--- config.mk ---
export PLATFORM = sky130hd
export DESIGN_NAME = temp_limit_monitor
export DESIGN_NICKNAME = d
export VERILOG_FILES = /design/src/rtl/tlm_pkg.sv /design/src/rtl/tlm_control.sv /design/src/rtl/tlm_datapath.sv /design/src/rtl/temp_limit_monitor.sv
export SDC_FILE = /design/constraint.sdc
export NUM_CORES = 1
export LEC_CHECK = 0
export BUFFER_PORTS_ARGS = -buffer_cell sky130_fd_sc_hd__buf_4
export CORE_MARGIN = 1.5
export CORE_UTILIZATION = 38
export CTS_BUF_LIST = sky130_fd_sc_hd__clkbuf_8
export CTS_CLUSTER_SIZE = 40
export DETAILED_ROUTE_END_ITERATION = 10
export PLACE_DENSITY = 0.61
export SLEW_MARGIN = 20
export SYNTH_ARGS = -nofsm -noshare
export SYNTH_HDL_FRONTEND = slang
export SYNTH_SLANG_ARGS = --single-unit
--- constraint.sdc ---
create_clock -name clk -period 2 [get_ports clk]
set_input_delay 0.5 -clock clk [delete_from_list [all_inputs] [get_ports clk]]
set_output_delay 0.5 -clock clk [all_outputs]
set_load 0.05 [all_outputs]
--- src/rtl/tlm_pkg.sv ---
package tlm_pkg;
  localparam int NUM_LIM   = 3;
  localparam int LIM_HIGH  = 0;
  localparam int LIM_LOW   = 1;
  localparam int LIM_CRIT  = 2;

  localparam int ADDR_W    = 3;
  localparam int ADDR_CTRL = 0;
  localparam int ADDR_LIM0 = 1;  // limits sit at ADDR_LIM0 + index
  localparam int ADDR_STAT = 4;

  localparam int CTRL_EN   = 0;
  localparam int CTRL_POL  = 1;

  typedef struct packed {
    logic               ctrlLoad;
    logic [NUM_LIM-1:0] limLoad;
    logic               capture;
  } strobe_t;
endpackage

--- src/rtl/tlm_control.sv ---
module tlm_control
  import tlm_pkg::*;
(
  input  logic               clk,
  input  logic               rst_n,
  input  logic               sampleValid,
  input  logic               regWrEn,
  input  logic [ADDR_W-1:0]  regAddr,
  input  logic [1:0]         ctrlWrBits,
  input  logic [NUM_LIM-1:0] statusBits,
  output strobe_t            strobes,
  output logic               ctrlEnable,
  output logic               ctrlPol,
  output logic               evtOe,
  output logic               evtOut
);
  logic eventActive;

  always_comb begin
    strobes.ctrlLoad = regWrEn && (regAddr == ADDR_W'(ADDR_CTRL));
    strobes.capture  = sampleValid;
  end

  for (genvar i = 0; i < NUM_LIM; i++) begin : g_limDec
    assign strobes.limLoad[i] = regWrEn && (regAddr == ADDR_W'(ADDR_LIM0 + i));
  end

  always_ff @(posedge clk or negedge rst_n) begin
    if (!rst_n) begin
      ctrlEnable <= 1'b0;
      ctrlPol    <= 1'b0;
    end else if (strobes.ctrlLoad) begin
      ctrlEnable <= ctrlWrBits[CTRL_EN];
      ctrlPol    <= ctrlWrBits[CTRL_POL];
    end
  end

  // Open-drain style: enable pulls low, data stays zero.
  // Push-pull style: always driven, data carries the event active high.
  always_comb begin
    eventActive = |statusBits;
    evtOe       = ctrlEnable && (ctrlPol || eventActive);
    evtOut      = ctrlEnable && ctrlPol && eventActive;
  end
endmodule

--- src/rtl/tlm_datapath.sv ---
module tlm_datapath
  import tlm_pkg::*;
#(
  parameter int SAMPLE_W = 12
) (
  input  logic                         clk,
  input  logic                         rst_n,
  input  strobe_t                      strobes,
  input  logic [SAMPLE_W-1:0]          regWrData,
  input  logic [ADDR_W-1:0]            regAddr,
  input  logic [SAMPLE_W-1:0]          sampleData,
  input  logic                         ctrlEnable,
  input  logic                         ctrlPol,
  output logic [NUM_LIM-1:0]           statusBits,
  output logic [NUM_LIM*SAMPLE_W-1:0]  limFlat,
  output logic [SAMPLE_W-1:0]          regRdData
);
  logic signed [SAMPLE_W-1:0] limQ [NUM_LIM];
  logic [NUM_LIM-1:0]         violate;
  logic signed [SAMPLE_W-1:0] sampleS;

  assign sampleS = $signed(sampleData);

  for (genvar i = 0; i < NUM_LIM; i++) begin : g_lim
    always_ff @(posedge clk or negedge rst_n) begin
      if (!rst_n)                 limQ[i] <= '0;
      else if (strobes.limLoad[i]) limQ[i] <= $signed(regWrData);
    end

    if (i == LIM_LOW) begin : g_under
      assign violate[i] = sampleS < limQ[i];
    end else begin : g_over
      assign violate[i] = sampleS > limQ[i];
    end

    assign limFlat[i*SAMPLE_W +: SAMPLE_W] = limQ[i];
  end

  always_ff @(posedge clk or negedge rst_n) begin
    if (!rst_n)               statusBits <= '0;
    else if (strobes.capture) statusBits <= violate;
  end

  always_comb begin
    regRdData = '0;
    case (regAddr)
      ADDR_W'(ADDR_CTRL): begin
        regRdData[CTRL_EN]  = ctrlEnable;
        regRdData[CTRL_POL] = ctrlPol;
      end
      ADDR_W'(ADDR_LIM0 + LIM_HIGH): regRdData = limQ[LIM_HIGH];
      ADDR_W'(ADDR_LIM0 + LIM_LOW):  regRdData = limQ[LIM_LOW];
      ADDR_W'(ADDR_LIM0 + LIM_CRIT): regRdData = limQ[LIM_CRIT];
      ADDR_W'(ADDR_STAT):            regRdData[NUM_LIM-1:0] = statusBits;
      default:                       regRdData = '0;
    endcase
  end
endmodule

--- src/rtl/temp_limit_monitor.sv ---
module temp_limit_monitor
  import tlm_pkg::*;
#(
  parameter int SAMPLE_W = 12
) (
  input  logic                clk,
  input  logic                rst_n,
  input  logic                sampleValid,
  input  logic [SAMPLE_W-1:0] sampleData,
  input  logic                regWrEn,
  input  logic [ADDR_W-1:0]   regAddr,
  input  logic [SAMPLE_W-1:0] regWrData,
  output logic [SAMPLE_W-1:0] regRdData,
  output logic                evtOe,
  output logic                evtOut
);
  strobe_t                    strobes;
  logic                       ctrlEnable;
  logic                       ctrlPol;
  logic [NUM_LIM-1:0]         statusBits;
  logic [NUM_LIM*SAMPLE_W-1:0] limFlat;

  tlm_control u_ctrl (
    .clk         (clk),
    .rst_n       (rst_n),
    .sampleValid (sampleValid),
    .regWrEn     (regWrEn),
    .regAddr     (regAddr),
    .ctrlWrBits  (regWrData[1:0]),
    .statusBits  (statusBits),
    .strobes     (strobes),
    .ctrlEnable  (ctrlEnable),
    .ctrlPol     (ctrlPol),
    .evtOe       (evtOe),
    .evtOut      (evtOut)
  );

  tlm_datapath #(.SAMPLE_W(SAMPLE_W)) u_dp (
    .clk        (clk),
    .rst_n      (rst_n),
    .strobes    (strobes),
    .regWrData  (regWrData),
    .regAddr    (regAddr),
    .sampleData (sampleData),
    .ctrlEnable (ctrlEnable),
    .ctrlPol    (ctrlPol),
    .statusBits (statusBits),
    .limFlat    (limFlat),
    .regRdData  (regRdData)
  );
endmodule

==> flow_metrics.tcl, run 1 <==
set metrics [dict create \
    outcome "complete, no violations" \
    finalSetupViolations 0 \
    drt_iter0_drc 129 \
    antenna_cells 0 \
    worst_ir_drop_vdd_uv 294 \
    leakage_nw 1.68 \
    chipWidth_um 89.3 \
    syn_avg_cell_area_um2 9.24 \
    area_growth_pct 23.1 \
    synth_cell_types 40 \
    dieArea_um2 7970 \
    fin_skew_ps 10.7 \
    fillers 712 \
    min_path_type "in -> async" \
    hpwl_um 5540 \
    endpoint_kind "output pin" \
    worstPathArrival_ps 1470 \
    ys_warn_count 0 \
    synth_xor_area_frac 0 \
    clk_latency_ps 300 \
    criticalPathCategory "reg -> out" \
    power.density_nw_per_um2 840 \
    ant_nets 0 \
    synth_nets 372 \
    hold_viol 0 \
    fin_tns_setup_ps 0 \
    async_reset_ff_frac 1.00 \
    synth_top_family_by_area "compound AO/OA/AOI/OAI gates" \
    io_buffers 44 \
    synthAdderAreaFrac 0.155 \
    cap_violations 0 \
    cts_tree "built" \
    ctsHoldBuffers 0 \
    placedInstanceArea_um2 3330 \
    final_cell_mix "57 x buf_4, 41 x dfrtp_1, 37 x inv_1, 37 x nand2_1, 35 x ha_1" \
    die_h_um 89.3 \
    synthMuxAreaShare 0.0836 \
    final_net_count 427 \
    ios 45 \
    synth_edf_count 0 \
    required_ps 1500 \
    drt-vias-per-instance 5.03 \
    netlist_area_um2 2830 \
    clkSinkCount 41 \
    numCtsBuffers 5 \
    synthCells 306 \
    root_buffer "clkbuf_8" \
    path_max_fanout 3 \
    drt_drc_violations_left 0 \
    grt-ovfl-total 0 \
    drv_slew 0 \
    grt_pass1_vias 2255 \
    cp-start-kind "flop" \
    worst_pin_slew_ps 545 \
    p_total_mw 2.92 \
    row_count 31 \
    cts_max_level 2 \
    yosysSeqAreaShare 0.363 \
    clk_pin_slew_worst_paths_ps 80 \
    clk_path_buf_depth 2 \
    synth_ff_type "dfrtp_1" \
    antenna_found_initial 0 \
    slew_headroom 0.637 \
    synth-simple-area-share 0.134 \
    path_cells "mux4_2 > inv_2 > o21ai_2 > buf_6" \
    grt_start_max_net_pins 42 \
    grt_pass1_wl_um 11100 \
    avgRoutedWirePerCell_um 15.4 \
    finalCritPeriodShare 0.983 \
    final_area_um2 3480 \
    r2r_cells 7 \
    final_common_cell "buf_4" \
    fmax_ghz 0.509 \
    drt-total-wl_um 7080 \
    fin_crit_ps 1970 \
    core_um2 7210 \
    hold_ws_ps 188 \
    slowest_stage "mux4_2" \
    dr_total_vias 2316 \
    drt_first_pass_iters 4 \
    ys_ff_latch 41 \
    drive_above_1_share 0.310 \
    grt.total_usage 0.185 \
    initial_core_util 0.392 \
    max_stage_delay_ps 490 \
    synth-compound-area-share 0.181 \
    place_congestion 0.867 \
]
-- through the flow --
step	setup slack, ps	util	std cells
final	33.7	0.482	460
after global routing	-4.17	0.482	460
after CTS	1.67	0.477	457
after detailed placement	32.3	0.462	450
after global placement	49.0	0.462	450
after floorplan	-170	-	306
-- cell families (layout without fill, tap and decap cells) --
family                   Yosys count  in the layout
AO/OA/AOI/OAI                     79             79
adder cells (fa/ha/maj)           35             35
buffers and inverters             51            106
flip-flops                        41             41
multiplexers                      20             20
AND/OR/NAND/NOR                   80             80
-- area by class of cell --
cell class,count,area [um^2],share of cell area
clock buffers,5,68.8,0.0198
clock inverters,2,35.0,0.0101
inverters,38,143,0.0410
multi-input cells,214,1600,0.460
flip-flops and latches,41,1030,0.295
well taps,99,124,0.0356
repair buffers,61,482,0.138
-- synth_stat cells, types with 8 or more instances --
cell	number	area, um^2
o21ai_0	25	125
inv_1	38	143
mux2_2	15	169
nor2_1	15	56.3
nand2_1	37	139
nand4_1	8	50.1
o21ai_2	10	87.6
ha_1	35	438
a21oi_1	12	60.1
dfrtp_1	41	1030
a22oi_1	12	90.1
-- state kept, by name, summed over array words and instances, names as in the netlist --
| signal | count |
|---|---|
| u_ctrl.ctrlEnable | 1 |
| u_ctrl.ctrlPol | 1 |
| u_dp.limFlat | 36 |
| u_dp.statusBits | 3 |
-- what timing repair did --
action                                  4_1_cts  5_1_grt
setup buffers                                 0        3
resized for setup                             0        6
endpoints found under the setup margin        0        8
-- per-layer routing --
layer	vias to the layer above	part of all wire	global-route usage	wire length, um
li1	1172	-	-	-
met1	1084	0.47	0.259	3340
met2	50	0.46	0.296	3290
met3	10	0.047	0.0332	336
met4	0	0.016	0.0448	116
met5	-	0	0	0
-- power breakdown --
| group | internal [mW] | switching (mW) | total, mW | leakage, nW |
|---|---|---|---|---|
| Sequential | 1.01 | 0.116 | 1.13 | 0.496 |
| Combinational | 0.508 | 0.639 | 1.15 | 1.13 |
| Clock | 0.363 | 0.288 | 0.651 | 0.0540 |
-- worst max-delay path: cells and delay by family (launching register included) --
kind	cells	cell delay [ps]
mux	1	490
flops	1	420
buf+inv	2	220
compound gates	1	50
-- path summary, 6_finish.rpt --
kind / slack [ps] / to / startpoint
min: 190 / u_dp.limFlat[14]$_DFFE_PN0P_ / rst_n
max: 30 / regRdData[0] / u_dp.limFlat[12]$_DFFE_PN0P_
max in group asynchronous: 1430 / u_dp.limFlat[7]$_DFFE_PN0P_ / rst_n
min reg2reg: 540 / u_dp.limFlat[35]$_DFFE_PN0P_ / u_dp.limFlat[35]$_DFFE_PN0P_
max reg2reg: 280 / u_dp.statusBits[2]$_DFFE_PN0P_ / u_dp.limFlat[25]$_DFFE_PN0P_
min in group clk: 420 / u_dp.limFlat[19]$_DFFE_PN0P_ / regWrData[7]
(Power assumes the default switching activity.)
==> inputs of run 2 (changes only) <==
--- a/config.mk
+++ b/config.mk
@@ -5,13 +5,13 @@
 export SDC_FILE = /design/constraint.sdc
 export NUM_CORES = 1
 export LEC_CHECK = 0
-export BUFFER_PORTS_ARGS = -buffer_cell sky130_fd_sc_hd__buf_4
 export CORE_MARGIN = 1.5
-export CORE_UTILIZATION = 38
+export CORE_UTILIZATION = 65
 export CTS_BUF_LIST = sky130_fd_sc_hd__clkbuf_8
 export CTS_CLUSTER_SIZE = 40
 export DETAILED_ROUTE_END_ITERATION = 10
-export PLACE_DENSITY = 0.61
+export DONT_BUFFER_PORTS = 1
+export PLACE_DENSITY = 0.85
 export SLEW_MARGIN = 20
 export SYNTH_ARGS = -nofsm -noshare
 export SYNTH_HDL_FRONTEND = slang
==> flow_metrics.tcl, run 2 (same netlist as run 1, synthesis figures left out) <==
set metrics [dict create \
    grt_pass1_wl_um 10300 \
    hold_viol 0 \
    die_h_um 69.0 \
    place_ws_ps 167 \
    drt_iter0_drc 157 \
    final_common_cell "dfrtp_1" \
    multi_input_area_um2 1600 \
    setup_ws_ps 35.2 \
    finalCritPeriodShare 0.982 \
    drt_first_pass_iters 4 \
    drt-total-wl_um 6410 \
    criticalPathCategory "reg -> out" \
    placedInstanceArea_um2 2950 \
    drive_above_1_share 0.219 \
    drt-vias-per-instance 6.05 \
    leakage_nw 1.47 \
    outcome "complete, no violations" \
    numCtsBuffers 5 \
    dr_total_vias 2231 \
    grt_start_max_net_pins 42 \
    path_max_fanout 3 \
    clk_path_buf_depth 2 \
    grt_pass1_vias 2193 \
    clk_latency_ps 290 \
    final_cell_mix "41 x dfrtp_1, 38 x inv_1, 37 x nand2_1" \
    final_area_um2 3080 \
    path_cells "mux4_2 > inv_2 > o21ai_2 > buf_6" \
    initial_core_util 0.692 \
    endpoint_kind "output pin" \
    chipWidth_um 69.0 \
    antenna_found_initial 0 \
    antenna_cells 0 \
    grt-ovfl-total 0 \
    cap_violations 0 \
    finalSetupViolations 0 \
    fmax_ghz 0.509 \
    slew_headroom 0.704 \
    cts_max_level 2 \
    clkSinkCount 41 \
    fin_skew_ps 5.16 \
    hpwl_um 4700 \
    final_net_count 385 \
    area_growth_pct 8.81 \
    avgRoutedWirePerCell_um 17.4 \
    place_congestion 0.943 \
    row_count 23 \
    register_area_um2 1030 \
    slowest_stage "mux4_2" \
    worst_ir_drop_vdd_uv 590 \
    fin_crit_ps 1960 \
    io_buffers 0 \
    fin_tns_setup_ps 0 \
    core_um2 4090 \
    r2r_setup_slack_ps 210 \
    crit_family "multiplexers" \
    power.density_nw_per_um2 871 \
    drv_slew 0 \
    worst_pin_slew_ps 434 \
    worstPathArrival_ps 1460 \
    critical_path_buf_inv_count 2 \
    ant_nets 0 \
    min_path_type "in -> async" \
    grt.total_usage 0.300 \
    largest_reg_flops 36 \
    cp-start-kind "flop" \
    cts_tree "built" \
    drt_drc_violations_left 0 \
    ios 45 \
    root_buffer "clkbuf_8" \
    post-route-util 0.753 \
    max_stage_delay_ps 480 \
    fillers 305 \
    dieArea_um2 4750 \
    clk_pin_slew_worst_paths_ps 70 \
    required_ps 1500 \
]
## run 2: metal layers
metal  part of all wire  track usage  up-vias  wire, um
met3              0.067       0.0649        8       427
met4              0.017        0.108        0       108
met1               0.44        0.388     1061      2820
met5                  0            0        -         0
li1                   -            -     1089         -
met2               0.48        0.496       73      3050
## run 2: metrics by stage
stage          total power, mW  hold WS (ps)  instances
2_1_floorplan             1.89           204        306
3_5_place_dp              2.10           206        359
5_1_grt                   2.87          51.2        369
3_3_place_gp              2.05           206        359
6_report                  2.68          43.0        369
4_1_cts                   2.67          48.5        367
## run 2: what timing repair did
action | in CTS | in global routing
hold buffers | 1 | 0
hold endpoints to repair | 41 | 0
gates resized for setup | 0 | 5
buffers inserted | 0 | 2
endpoints found under the setup margin | 0 | 3
## run 2: layout make-up
cell class                      instances  share of cell area
Clock buffer                            6              0.0268
Clock inverter                          1             0.00122
Inverter                               38              0.0464
Multi-Input combinational cell        214               0.520
Sequential cell                        41               0.333
Tap cell                               50              0.0203
Timing Repair Buffer                   19              0.0516
## run 2: report_power, final
part	internal, mW	switching, mW	leakage [nW]
Clock	0.269	0.268	0.0485
Sequential	1.01	0.117	0.496
Combinational	0.434	0.583	0.929
Total	1.71	0.968	1.47
## run 2: path summary, 6_finish.rpt
kind	start	to	depth (start not counted)
worst max-delay path	u_dp.limFlat[12]$_DFFE_PN0P_	regRdData[0]	4
worst min-delay path	rst_n	u_dp.limFlat[24]$_DFFE_PN0P_	1
worst max register to register	u_dp.limFlat[25]$_DFFE_PN0P_	u_dp.statusBits[2]$_DFFE_PN0P_	7
worst min register to register	u_dp.limFlat[29]$_DFFE_PN0P_	u_dp.limFlat[29]$_DFFE_PN0P_	1
max in group asynchronous	rst_n	u_dp.limFlat[8]$_DFFE_PN0P_	1
min in group clk	sampleValid	u_dp.statusBits[0]$_DFFE_PN0P_	1
==> inputs of run 3 (changes only) <==
--- a/config.mk
+++ b/config.mk
@@ -11,6 +11,7 @@
 export CTS_CLUSTER_SIZE = 40
 export DETAILED_ROUTE_END_ITERATION = 10
 export DONT_BUFFER_PORTS = 1
+export GPL_TIMING_DRIVEN = 0
 export PLACE_DENSITY = 0.85
 export SLEW_MARGIN = 20
 export SYNTH_ARGS = -nofsm -noshare
==> flow_metrics.tcl, run 3 (same netlist as run 1, synthesis figures left out) <==
set metrics [dict create \
    initial_core_util 0.692 \
    drive_above_1_share 0.197 \
    setup_ws_ps 34.4 \
    grt.total_usage 0.315 \
    slew_headroom 0.546 \
    cts_tree "built" \
    clk_path_buf_depth 2 \
    drt_first_pass_iters 4 \
    fmax_ghz 0.509 \
    drt_iter0_drc 161 \
    clkSinkCount 41 \
    internal-power_mw 1.65 \
    worst_pin_slew_ps 681 \
    place_ws_ps -295 \
    drv_slew 0 \
    grt_pass1_vias 2207 \
    worstPathArrival_ps 1470 \
    criticalPathCategory "in -> out" \
    hold_viol 0 \
    p_sw_mw 1.01 \
    timing.rr.start "u_dp.limFlat[25]$_DFFE_PN0P_" \
    cts_max_level 2 \
    r2r_cells 7 \
    p_comb_frac 0.387 \
    outcome "complete, no violations" \
    clk_pin_slew_worst_paths_ps 70 \
    switching_share 0.380 \
    dr_total_vias 2278 \
    io_buffers 0 \
    cp-start-kind "input port" \
    post-cts-setup-buffers 0 \
    post-route-util 0.759 \
    finalCritPeriodShare 0.983 \
    drt-vias-per-instance 6.24 \
    core_um2 4090 \
    min_path_type "in -> async" \
    hpwl_um 5010 \
    ant_nets 0 \
    fin_crit_ps 1970 \
    fin_skew_ps 5.10 \
    antenna_cells 0 \
    fillers 294 \
    die_h_um 69.0 \
    finalSetupViolations 0 \
    final_area_um2 3100 \
    final_cell_mix "41 x inv_1, 41 x dfrtp_1, 37 x nand2_1" \
    leakage_nw 1.45 \
    final_net_count 380 \
    r2r_setup_slack_ps 270 \
    rsz0062_at_grt "no" \
    ios 45 \
    timing.rr.end "u_dp.statusBits[2]$_DFFE_PN0P_" \
    drt_drc_violations_left 0 \
    grt_start_max_net_pins 42 \
    row_count 23 \
    endpoint_kind "output pin" \
    placedInstanceArea_um2 2920 \
    chipWidth_um 69.0 \
    clk_latency_ps 290 \
    cap_violations 0 \
    root_buffer "clkbuf_8" \
    avgRoutedWirePerCell_um 19.1 \
    grt_pass1_wl_um 10600 \
    numCtsBuffers 5 \
    path_max_fanout 10 \
    seq_power_share 0.421 \
    worst_ir_drop_vdd_uv 544 \
    antenna_found_initial 0 \
    place_congestion 1.03 \
    clockPowerShare 0.192 \
    area_growth_pct 9.73 \
    largest_reg_flops 36 \
    required_ps 1500 \
    grt-ovfl-total 0 \
    drt-total-wl_um 6990 \
    dieArea_um2 4750 \
    power.density_nw_per_um2 860 \
]
## run 3: cell types whose count changed in the layout (fill, tap and decap cells not counted), moves of 2 or more
| cell | change |
|---|---|
| buf_4 | -15 |
| nor2_2 | -9 |
| nor2_4 | +9 |
| buf_6 | +5 |
| inv_1 | +3 |
| buf_2 | +2 |
## run 3: what timing repair did
action,in CTS,in global routing
pin swaps,1,3
resized for setup,18,7
setup endpoints to repair,12,12
hold buffers,1,0
hold endpoints to repair,41,0
## run 3: routing by layer
layer / routed length (um) / vias to the layer above / global-route usage
met1: 2910 / 1093 / 0.406
met2: 3370 / 95 / 0.516
met3: 599 / 11 / 0.0698
met5: 0 / - / 0
li1: - / 1079 / -
met4: 110 / 0 / 0.118
## run 3: how the worst max path moves through the flow
stage	to	slack, ps	cells after the start	from
after global routing	evtOe	2	2	u_dp.statusBits[2]$_DFFE_PN0P_
after CTS	regRdData[4]	10	6	regAddr[0]
after floorplan	regRdData[0]	-170	4	regAddr[0]
after global placement	regRdData[2]	-290	3	regAddr[1]
final	regRdData[1]	30	6	regAddr[0]
after detailed placement	regRdData[2]	-290	3	regAddr[1]
## run 3: stage by stage
step	hold slack, ps	TNS [ps]	power [mW]	cells
after floorplan	204	-260	1.89	306
after global placement	205	-2790	2.04	356
after detailed placement	206	-3070	2.09	356
after CTS	58.1	0	2.65	365
after global routing	63.4	0	2.84	365
final	55.4	0	2.67	365
## run 3: area by class of cell
type / count / area [um^2] / area share
Sequential cell: 41 / 1030 / 0.331
Buffer: 13 / 109 / 0.0351
Tap cell: 50 / 62.6 / 0.0202
Timing Repair Buffer: 1 / 20.0 / 0.00645
Inverter: 38 / 143 / 0.0460
Multi-Input combinational cell: 214 / 1660 / 0.536
Clock buffer: 5 / 68.8 / 0.0222
Clock inverter: 3 / 11.3 / 0.00363
## run 3: worst max-delay path: stages
cell	delay, ps
buf_6	120
buf_6	170
nand2_1	80
o21ai_1	100
a22oi_1	120
o22ai_4	360
## run 3: power groups by stage
| stage | Clock, mW | Sequential (mW) | Combinational (mW) |
|---|---|---|---|
| final | 0.512 | 1.12 | 1.03 |
| after global routing | 0.548 | 1.14 | 1.15 |
| after CTS | 0.514 | 1.12 | 1.02 |
| after detailed placement | 0 | 1.14 | 0.955 |
| after global placement | 0 | 1.13 | 0.916 |
| after floorplan | 0 | 1.10 | 0.790 |
